==> config.mk <==
export PLATFORM = sky130hd
export DESIGN_NAME = gpio_port_irq
export DESIGN_NICKNAME = d
export VERILOG_FILES = /design/src/rtl/gpio_port_pkg.sv /design/src/rtl/gpio_rst_sync.sv /design/src/rtl/gpio_sync.sv /design/src/rtl/gpio_cond_detect.sv /design/src/rtl/gpio_sticky_status.sv /design/src/rtl/gpio_port_irq.sv
export SDC_FILE = /design/constraint.sdc
export NUM_CORES = 1
export LEC_CHECK = 0
export CAP_MARGIN = 20
export CORE_MARGIN = 5
export CORE_UTILIZATION = 28
export DETAILED_ROUTE_END_ITERATION = 7
export GPL_ROUTABILITY_DRIVEN = 0
export GPL_TIMING_DRIVEN = 0
export PLACE_DENSITY = 0.49
export SLEW_MARGIN = 20
export SYNTH_ARGS = -nofsm -noshare
export SYNTH_HDL_FRONTEND = slang
export SYNTH_SLANG_ARGS = --single-unit
==> constraint.sdc <==
create_clock -name clk -period 9.9 [get_ports clk]
set_input_delay 2.97 -clock clk [delete_from_list [all_inputs] [get_ports clk]]
set_output_delay 2.97 -clock clk [all_outputs]
set_load 0.02 [all_outputs]
==> src/rtl/gpio_port_pkg.sv <==
package gpio_port_pkg;

  // Register byte offsets (software-visible map)
  localparam int unsigned OFS_DATA  = 32'h00;
  localparam int unsigned OFS_DIR   = 32'h04;
  localparam int unsigned OFS_PADS  = 32'h08;
  localparam int unsigned OFS_CFGLO = 32'h0C;
  localparam int unsigned OFS_CFGHI = 32'h10;
  localparam int unsigned OFS_MASK  = 32'h14;
  localparam int unsigned OFS_STS   = 32'h18;

  // Per-pin interrupt condition code
  typedef enum logic [1:0] {
    COND_LOW  = 2'd0,
    COND_HIGH = 2'd1,
    COND_RISE = 2'd2,
    COND_FALL = 2'd3
  } cond_e;

  localparam int unsigned COND_W = 2;

endpackage

==> src/rtl/gpio_rst_sync.sv <==
module gpio_rst_sync #(
  parameter int unsigned STAGES = 2
) (
  input  logic clk,
  input  logic rst_n,
  output logic rst_core_n
);

  logic [STAGES-1:0] chain_q;
  logic [STAGES-1:0] chain_d;

  always_comb begin
    chain_d = {chain_q[STAGES-2:0], 1'b1};
  end

  always_ff @(posedge clk or negedge rst_n) begin
    if (!rst_n) chain_q <= '0;
    else        chain_q <= chain_d;
  end

  assign rst_core_n = chain_q[STAGES-1];

endmodule

==> src/rtl/gpio_sync.sv <==
module gpio_sync #(
  parameter int unsigned WIDTH = 32
) (
  input  logic             clk,
  input  logic             rst_n,
  input  logic [WIDTH-1:0] async_in,
  output logic [WIDTH-1:0] sync_out
);

  logic [WIDTH-1:0] meta_q, meta_d;
  logic [WIDTH-1:0] stab_q, stab_d;

  always_comb begin
    meta_d = async_in;
    stab_d = meta_q;
  end

  always_ff @(posedge clk or negedge rst_n) begin
    if (!rst_n) begin
      meta_q <= '0;
      stab_q <= '0;
    end else begin
      meta_q <= meta_d;
      stab_q <= stab_d;
    end
  end

  assign sync_out = stab_q;

endmodule

==> src/rtl/gpio_cond_detect.sv <==
module gpio_cond_detect
  import gpio_port_pkg::*;
#(
  parameter int unsigned NUM_PINS = 32,
  localparam int unsigned CFG_W   = NUM_PINS * COND_W
) (
  input  logic                clk,
  input  logic                rst_n,
  input  logic [NUM_PINS-1:0] lvl,
  input  logic [CFG_W-1:0]    cfg,
  output logic [NUM_PINS-1:0] hit
);

  logic [NUM_PINS-1:0] prev_q, prev_d;

  always_comb begin
    prev_d = lvl;
  end

  always_ff @(posedge clk or negedge rst_n) begin
    if (!rst_n) prev_q <= '0;
    else        prev_q <= prev_d;
  end

  for (genvar p = 0; p < NUM_PINS; p++) begin : g_pin
    logic [COND_W-1:0] code;
    assign code = cfg[COND_W*p +: COND_W];

    always_comb begin
      case (cond_e'(code))
        COND_LOW:  hit[p] = ~lvl[p];
        COND_HIGH: hit[p] =  lvl[p];
        COND_RISE: hit[p] =  lvl[p] & ~prev_q[p];
        COND_FALL: hit[p] = ~lvl[p] &  prev_q[p];
        default:   hit[p] = 1'b0;
      endcase
    end
  end

endmodule

==> src/rtl/gpio_sticky_status.sv <==
module gpio_sticky_status #(
  parameter int unsigned NUM_PINS = 32
) (
  input  logic                clk,
  input  logic                rst_n,
  input  logic [NUM_PINS-1:0] set_vec,
  input  logic [NUM_PINS-1:0] clr_vec,
  output logic [NUM_PINS-1:0] sts
);

  logic [NUM_PINS-1:0] sts_q, sts_d;

  // set has priority over a same-cycle clear
  always_comb begin
    sts_d = (sts_q & ~clr_vec) | set_vec;
  end

  always_ff @(posedge clk or negedge rst_n) begin
    if (!rst_n) sts_q <= '0;
    else        sts_q <= sts_d;
  end

  assign sts = sts_q;

endmodule

==> src/rtl/gpio_port_irq.sv <==
module gpio_port_irq
  import gpio_port_pkg::*;
#(
  parameter int unsigned NUM_PINS = 32,
  parameter int unsigned ADDR_W   = 8
) (
  input  logic                clk,
  input  logic                rst_n,
  input  logic [ADDR_W-1:0]   bus_addr,
  input  logic                bus_wr,
  input  logic [NUM_PINS-1:0] bus_wdata,
  output logic [NUM_PINS-1:0] bus_rdata,
  input  logic [NUM_PINS-1:0] pad_in,
  output logic [NUM_PINS-1:0] pad_out,
  output logic [NUM_PINS-1:0] pad_oe,
  output logic                irq_lo,
  output logic                irq_hi
);

  localparam int unsigned HALF  = NUM_PINS / 2;
  localparam int unsigned CFG_W = NUM_PINS * COND_W;

  logic rst_core_n;

  gpio_rst_sync #(.STAGES(2)) u_rst_sync (
    .clk        (clk),
    .rst_n      (rst_n),
    .rst_core_n (rst_core_n)
  );

  // ---------------- address decode ----------------
  logic hit_data, hit_dir, hit_pads, hit_cfglo, hit_cfghi, hit_mask, hit_sts;

  always_comb begin
    hit_data  = (bus_addr == ADDR_W'(OFS_DATA));
    hit_dir   = (bus_addr == ADDR_W'(OFS_DIR));
    hit_pads  = (bus_addr == ADDR_W'(OFS_PADS));
    hit_cfglo = (bus_addr == ADDR_W'(OFS_CFGLO));
    hit_cfghi = (bus_addr == ADDR_W'(OFS_CFGHI));
    hit_mask  = (bus_addr == ADDR_W'(OFS_MASK));
    hit_sts   = (bus_addr == ADDR_W'(OFS_STS));
  end

  // ---------------- software registers ----------------
  logic [NUM_PINS-1:0] data_q, data_d;
  logic [NUM_PINS-1:0] dir_q, dir_d;
  logic [NUM_PINS-1:0] cfglo_q, cfglo_d;
  logic [NUM_PINS-1:0] cfghi_q, cfghi_d;
  logic [NUM_PINS-1:0] mask_q, mask_d;
  logic en_data, en_dir, en_cfglo, en_cfghi, en_mask;

  always_comb begin
    en_data  = bus_wr & hit_data;
    en_dir   = bus_wr & hit_dir;
    en_cfglo = bus_wr & hit_cfglo;
    en_cfghi = bus_wr & hit_cfghi;
    en_mask  = bus_wr & hit_mask;
    data_d   = bus_wdata;
    dir_d    = bus_wdata;
    cfglo_d  = bus_wdata;
    cfghi_d  = bus_wdata;
    mask_d   = bus_wdata;
  end

  always_ff @(posedge clk or negedge rst_core_n) begin
    if (!rst_core_n) begin
      data_q  <= '0;
      dir_q   <= '0;
      cfglo_q <= '0;
      cfghi_q <= '0;
      mask_q  <= '0;
    end else begin
      if (en_data)  data_q  <= data_d;
      if (en_dir)   dir_q   <= dir_d;
      if (en_cfglo) cfglo_q <= cfglo_d;
      if (en_cfghi) cfghi_q <= cfghi_d;
      if (en_mask)  mask_q  <= mask_d;
    end
  end

  assign pad_out = data_q;
  assign pad_oe  = dir_q;

  // ---------------- input path and detection ----------------
  logic [NUM_PINS-1:0] pad_sync;
  logic [NUM_PINS-1:0] cond_hit;
  logic [NUM_PINS-1:0] sts_q;
  logic [NUM_PINS-1:0] sts_clr;
  logic [CFG_W-1:0]    cfg_all;

  assign cfg_all = {cfghi_q, cfglo_q};

  gpio_sync #(.WIDTH(NUM_PINS)) u_pad_sync (
    .clk      (clk),
    .rst_n    (rst_core_n),
    .async_in (pad_in),
    .sync_out (pad_sync)
  );

  gpio_cond_detect #(.NUM_PINS(NUM_PINS)) u_detect (
    .clk   (clk),
    .rst_n (rst_core_n),
    .lvl   (pad_sync),
    .cfg   (cfg_all),
    .hit   (cond_hit)
  );

  assign sts_clr = (bus_wr && hit_sts) ? bus_wdata : '0;

  gpio_sticky_status #(.NUM_PINS(NUM_PINS)) u_status (
    .clk     (clk),
    .rst_n   (rst_core_n),
    .set_vec (cond_hit),
    .clr_vec (sts_clr),
    .sts     (sts_q)
  );

  // ---------------- interrupt outputs ----------------
  logic [NUM_PINS-1:0] pend;

  always_comb begin
    pend   = sts_q & mask_q;
    irq_lo = |pend[HALF-1:0];
    irq_hi = |pend[NUM_PINS-1:HALF];
  end

  // ---------------- read mux ----------------
  always_comb begin
    bus_rdata = '0;
    unique case (1'b1)
      hit_data:  bus_rdata = data_q;
      hit_dir:   bus_rdata = dir_q;
      hit_pads:  bus_rdata = pad_sync;
      hit_cfglo: bus_rdata = cfglo_q;
      hit_cfghi: bus_rdata = cfghi_q;
      hit_mask:  bus_rdata = mask_q;
      hit_sts:   bus_rdata = sts_q;
      default:   bus_rdata = '0;
    endcase
  end

endmodule

==> metrics.md <==
| Metric | Value |
|---|---|
| Status | finished clean |
| Final period util | 92.12% |
| Fin nets | 1251 |
| Starting Density | 28.25% |
| Netlist cell types | 36 |
| Clock skew | 0.02105 ns |
| Total Routed Length | 44200 um |
| Clock Sinks | 290 |
| Post-synthesis sequential area ratio | 58.23% |
| Synthesis Warnings | 0 |
| Pwr Total | 2802 uW |
| Crit path buffers/inverters | 4 |
| Leakage Power | 0.007148 uW |
| Vias in the first global route | 9567 |
| Yosys reg bits | 290 |
| Die width | 221.0 um |
| H-tree Lvls | 2 |
| Final max-slew violation count | 0 |
| Final instance area | 0.01621 mm2 |
| Top cell type's share of synthesized area | 58.23% |
| CP Capture Type | primary output |
| Synth top area cells | dfrtp_1, mux2_1, mux2_2, mux2i_1, a221o_1 |
| Post-CTS setup buffers | 0 |
| Core ar. | 0.04412 mm2 |
| Area occupied by multi-input gates | 0.004915 mm2 |
| Dpl cell area | 0.01508 mm2 |
| Antenna cell count | 0 |
| Fill cells | 4435 |
| Main synth FF type | dfrtp_1 |
| Share of cells above drive strength 1 | 13.56% |
| Syn Area/Cell | 12.96 um2 |
| CTS buffer count | 35 |
| CTS clk-pin slew, worst paths | 0.05 ns |
| Critical path required time | 6.93 ns |
| Largest net degree at the start of global routing | 55 |
| Drt via density | 5.084 |
| Most frequent CP cell | clkdlybuf4s50_1 |
| Setup violators final | 0 |
| DRC violations left | 0 |
| Routed wire length per instance | 24.64 um |
| Power per standard cell area | 172.9 mW/mm2 |
| EDFF count, synth | 0 |
| Detail Placement HPWL | 31460 um |
| First-pass GRT wire length | 65300 um |
| Arr. time, crit path | 6.15 ns |
| Die ar. | 0.04883 mm2 |
| Slew HR | 32.91% |
| Antenna viol nets, final | 0 |
| Cell taking the most area after synthesis | dfrtp_1 |
| Netlist Area Pre-Place | 0.01246 mm2 |
| Worst-path cell chain | clkdlybuf4s50_1 -> buf_2 -> nor2b_1 -> clkbuf_1 -> a22oi_1 -> o22ai_1 -> a221o_1 -> clkdlybuf4s50_1 |
| Hold WC Path Type | reg2async |
| Kind of launch point of the worst setup path | input port |
| TritonCTS clock tree | done |
| Final hold violations | 0 |
| Reg area | 0.007261 mm2 |
| Worst-Margin Slew | 1.006 ns |
| Worst VDD drop | 0.08876 mV |
| Max_cap viols | 0 |
| DR pass1 iterations | 5 |
| Hold_buf cts | 0 |
| RSZ-0062 raised after global routing | false |
| CP peak stage delay | 0.73 ns |
| Post-route minimum period | 9.120 ns |
| Initial antenna violation count | 0 |
| Total GRT Usage | 17.74% |
| Worst skew pair latency | 0.55 ns |
| Post-Syn Instances | 962 |
| PortBufs | 171 |
| Area grow syn2layout | 30.04% |
| Max Freq | 109.6 MHz |
| Ys async rst share | 100.0% |
| DR vias | 9120 |
| Global route total overflow | 0 |
| Setup CP Type | in2out |
| Top Ports | 173 |
| Post-Syn Nets | 1037 |
| CP max FO | 10 |
| CP top delay family | buffers and inverters |
| Initial drt markers | 536 |
| Crit-path slowest cell | clkbuf_1 |
| Post-cts sizing count | 0 |
| Max Buffers Root-to-Sink | 3 |
| Row count | 77 |
| Clock root cell | clkbuf_16 |
| Die Y | 221.0 um |
-- cells by family (layout without fill, tap and decap cells) --
logic type	after synthesis	count (layout)	share of synthesized area, %
buffers and inverters	66	306	2.339
XOR/XNOR	15	15	1.054
AND/OR/NAND/NOR	173	173	6.997
other	1	1	0.03009
AO/OA/AOI/OAI	208	208	12.95
flip-flops	290	290	58.23
multiplexers	209	209	18.40
-- cell type report --
class                   instances  area share, %
plain buffers                  50          1.428
clock buffers                  51          6.207
clock inverters                12         0.7643
inverters                      16         0.3706
multi-input cells             606          30.32
flip-flops and latches        290          44.80
well taps                     592          4.570
repair buffers                177          11.53
-- final timing paths --
kind / depth (start not counted) / slack (ns) / startpoint / endpoint
worst max-delay path: 8 / 0.78 / bus_addr[4] / bus_rdata[13]
worst min-delay path: 0 / 0.21 / u_rst_sync.chain_q[1]$_DFF_PN0_ / pad_oe[5]$_DFFE_PN0P_
worst max register to register: 3 / 8.59 / u_rst_sync.chain_q[1]$_DFF_PN0_ / pad_oe[27]$_DFFE_PN0P_
worst min register to register: 0 / 0.21 / u_rst_sync.chain_q[1]$_DFF_PN0_ / pad_oe[5]$_DFFE_PN0P_
max in group asynchronous: 1 / 7.18 / rst_n / u_rst_sync.chain_q[1]$_DFF_PN0_
min in group clk: 0 / 0.34 / u_pad_sync.meta_q[22]$_DFF_PN0_ / u_pad_sync.sync_out[22]$_DFF_PN0_
-- registers in the layout, indices dropped and copies added, names as in the netlist --
register / cells
u_rst_sync.chain_q: 2
pad_oe: 32
pad_out: 32
mask_q: 32
u_pad_sync.meta_q: 32
u_pad_sync.sync_out: 32
cfglo_q: 32
cfghi_q: 32
u_status.sts: 32
u_detect.prev_q: 32
-- per-layer routing --
metal	GRT usage [%]	up-vias	wire, um
met5	0	-	0
met4	6.142	0	1437
met3	4.360	81	2926
met2	27.07	320	19660
met1	24.73	4679	20180
li1	-	4040	-
-- metrics by stage --
| stage | worst slack, ns | hold WS [ns] | std cells | utilization [%] | TNS (ns) |
|---|---|---|---|---|---|
| floorplan | 1.219 | 0.3312 | 962 | - | 0 |
| global placement | -2.732 | 0.3353 | 1725 | 33.80 | -773.44 |
| detailed placement | 0.8185 | 0.2120 | 1731 | 34.17 | 0 |
| CTS | 0.7858 | 0.2172 | 1794 | 36.73 | 0 |
| global route | 0.6120 | 0.2242 | 1794 | 36.73 | 0 |
| finish | 0.7799 | 0.2058 | 1794 | 36.73 | 0 |
-- Yosys cell counts, types with 3 or more instances --
cell	number
clkbuf_1	21
nor3_1	3
buf_2	26
a22o_1	23
nand2_1	37
nand3_1	20
xor2_1	15
buf_4	3
inv_1	16
a22oi_1	47
a211o_1	16
nor2b_1	4
o22ai_1	31
mux2i_1	48
a221oi_1	8
a221o_1	47
nand2b_1	16
nor2_1	65
dfrtp_1	290
o21ai_0	32
mux2_1	92
mux2_2	69
nand3b_1	17
-- worst reg2reg max path, cell delays in order (launching register included) --
cell	delay (ns)
dfrtp_4	0.59
buf_16	0.27
buf_12	0.29
buf_16	0.29
-- cells in the final DEF, fill, tap and decap left out, types with 4 or more instances in the layout --
cell / count
a211o_1: 16
a221o_1: 47
a221oi_1: 8
a22o_1: 23
a22oi_1: 47
buf_16: 5
buf_2: 26
clkbuf_1: 30
clkbuf_16: 35
clkbuf_8: 7
clkdlybuf4s50_1: 171
clkinv_2: 6
dfrtp_1: 289
inv_1: 16
mux2_1: 92
mux2_2: 69
mux2i_1: 48
nand2_1: 37
nand2b_1: 16
nand3_1: 20
nand3b_1: 17
nor2_1: 65
nor2b_1: 4
o21ai_0: 32
o22ai_1: 31
xor2_1: 15
-- power by group --
part | internal [uW] | switching [uW] | total [uW]
registers | 1240 | 56.5 | 1290
logic | 110 | 125 | 235
clock network | 760 | 513 | 1270
Note: power is estimated with default switching activity, not from simulation.
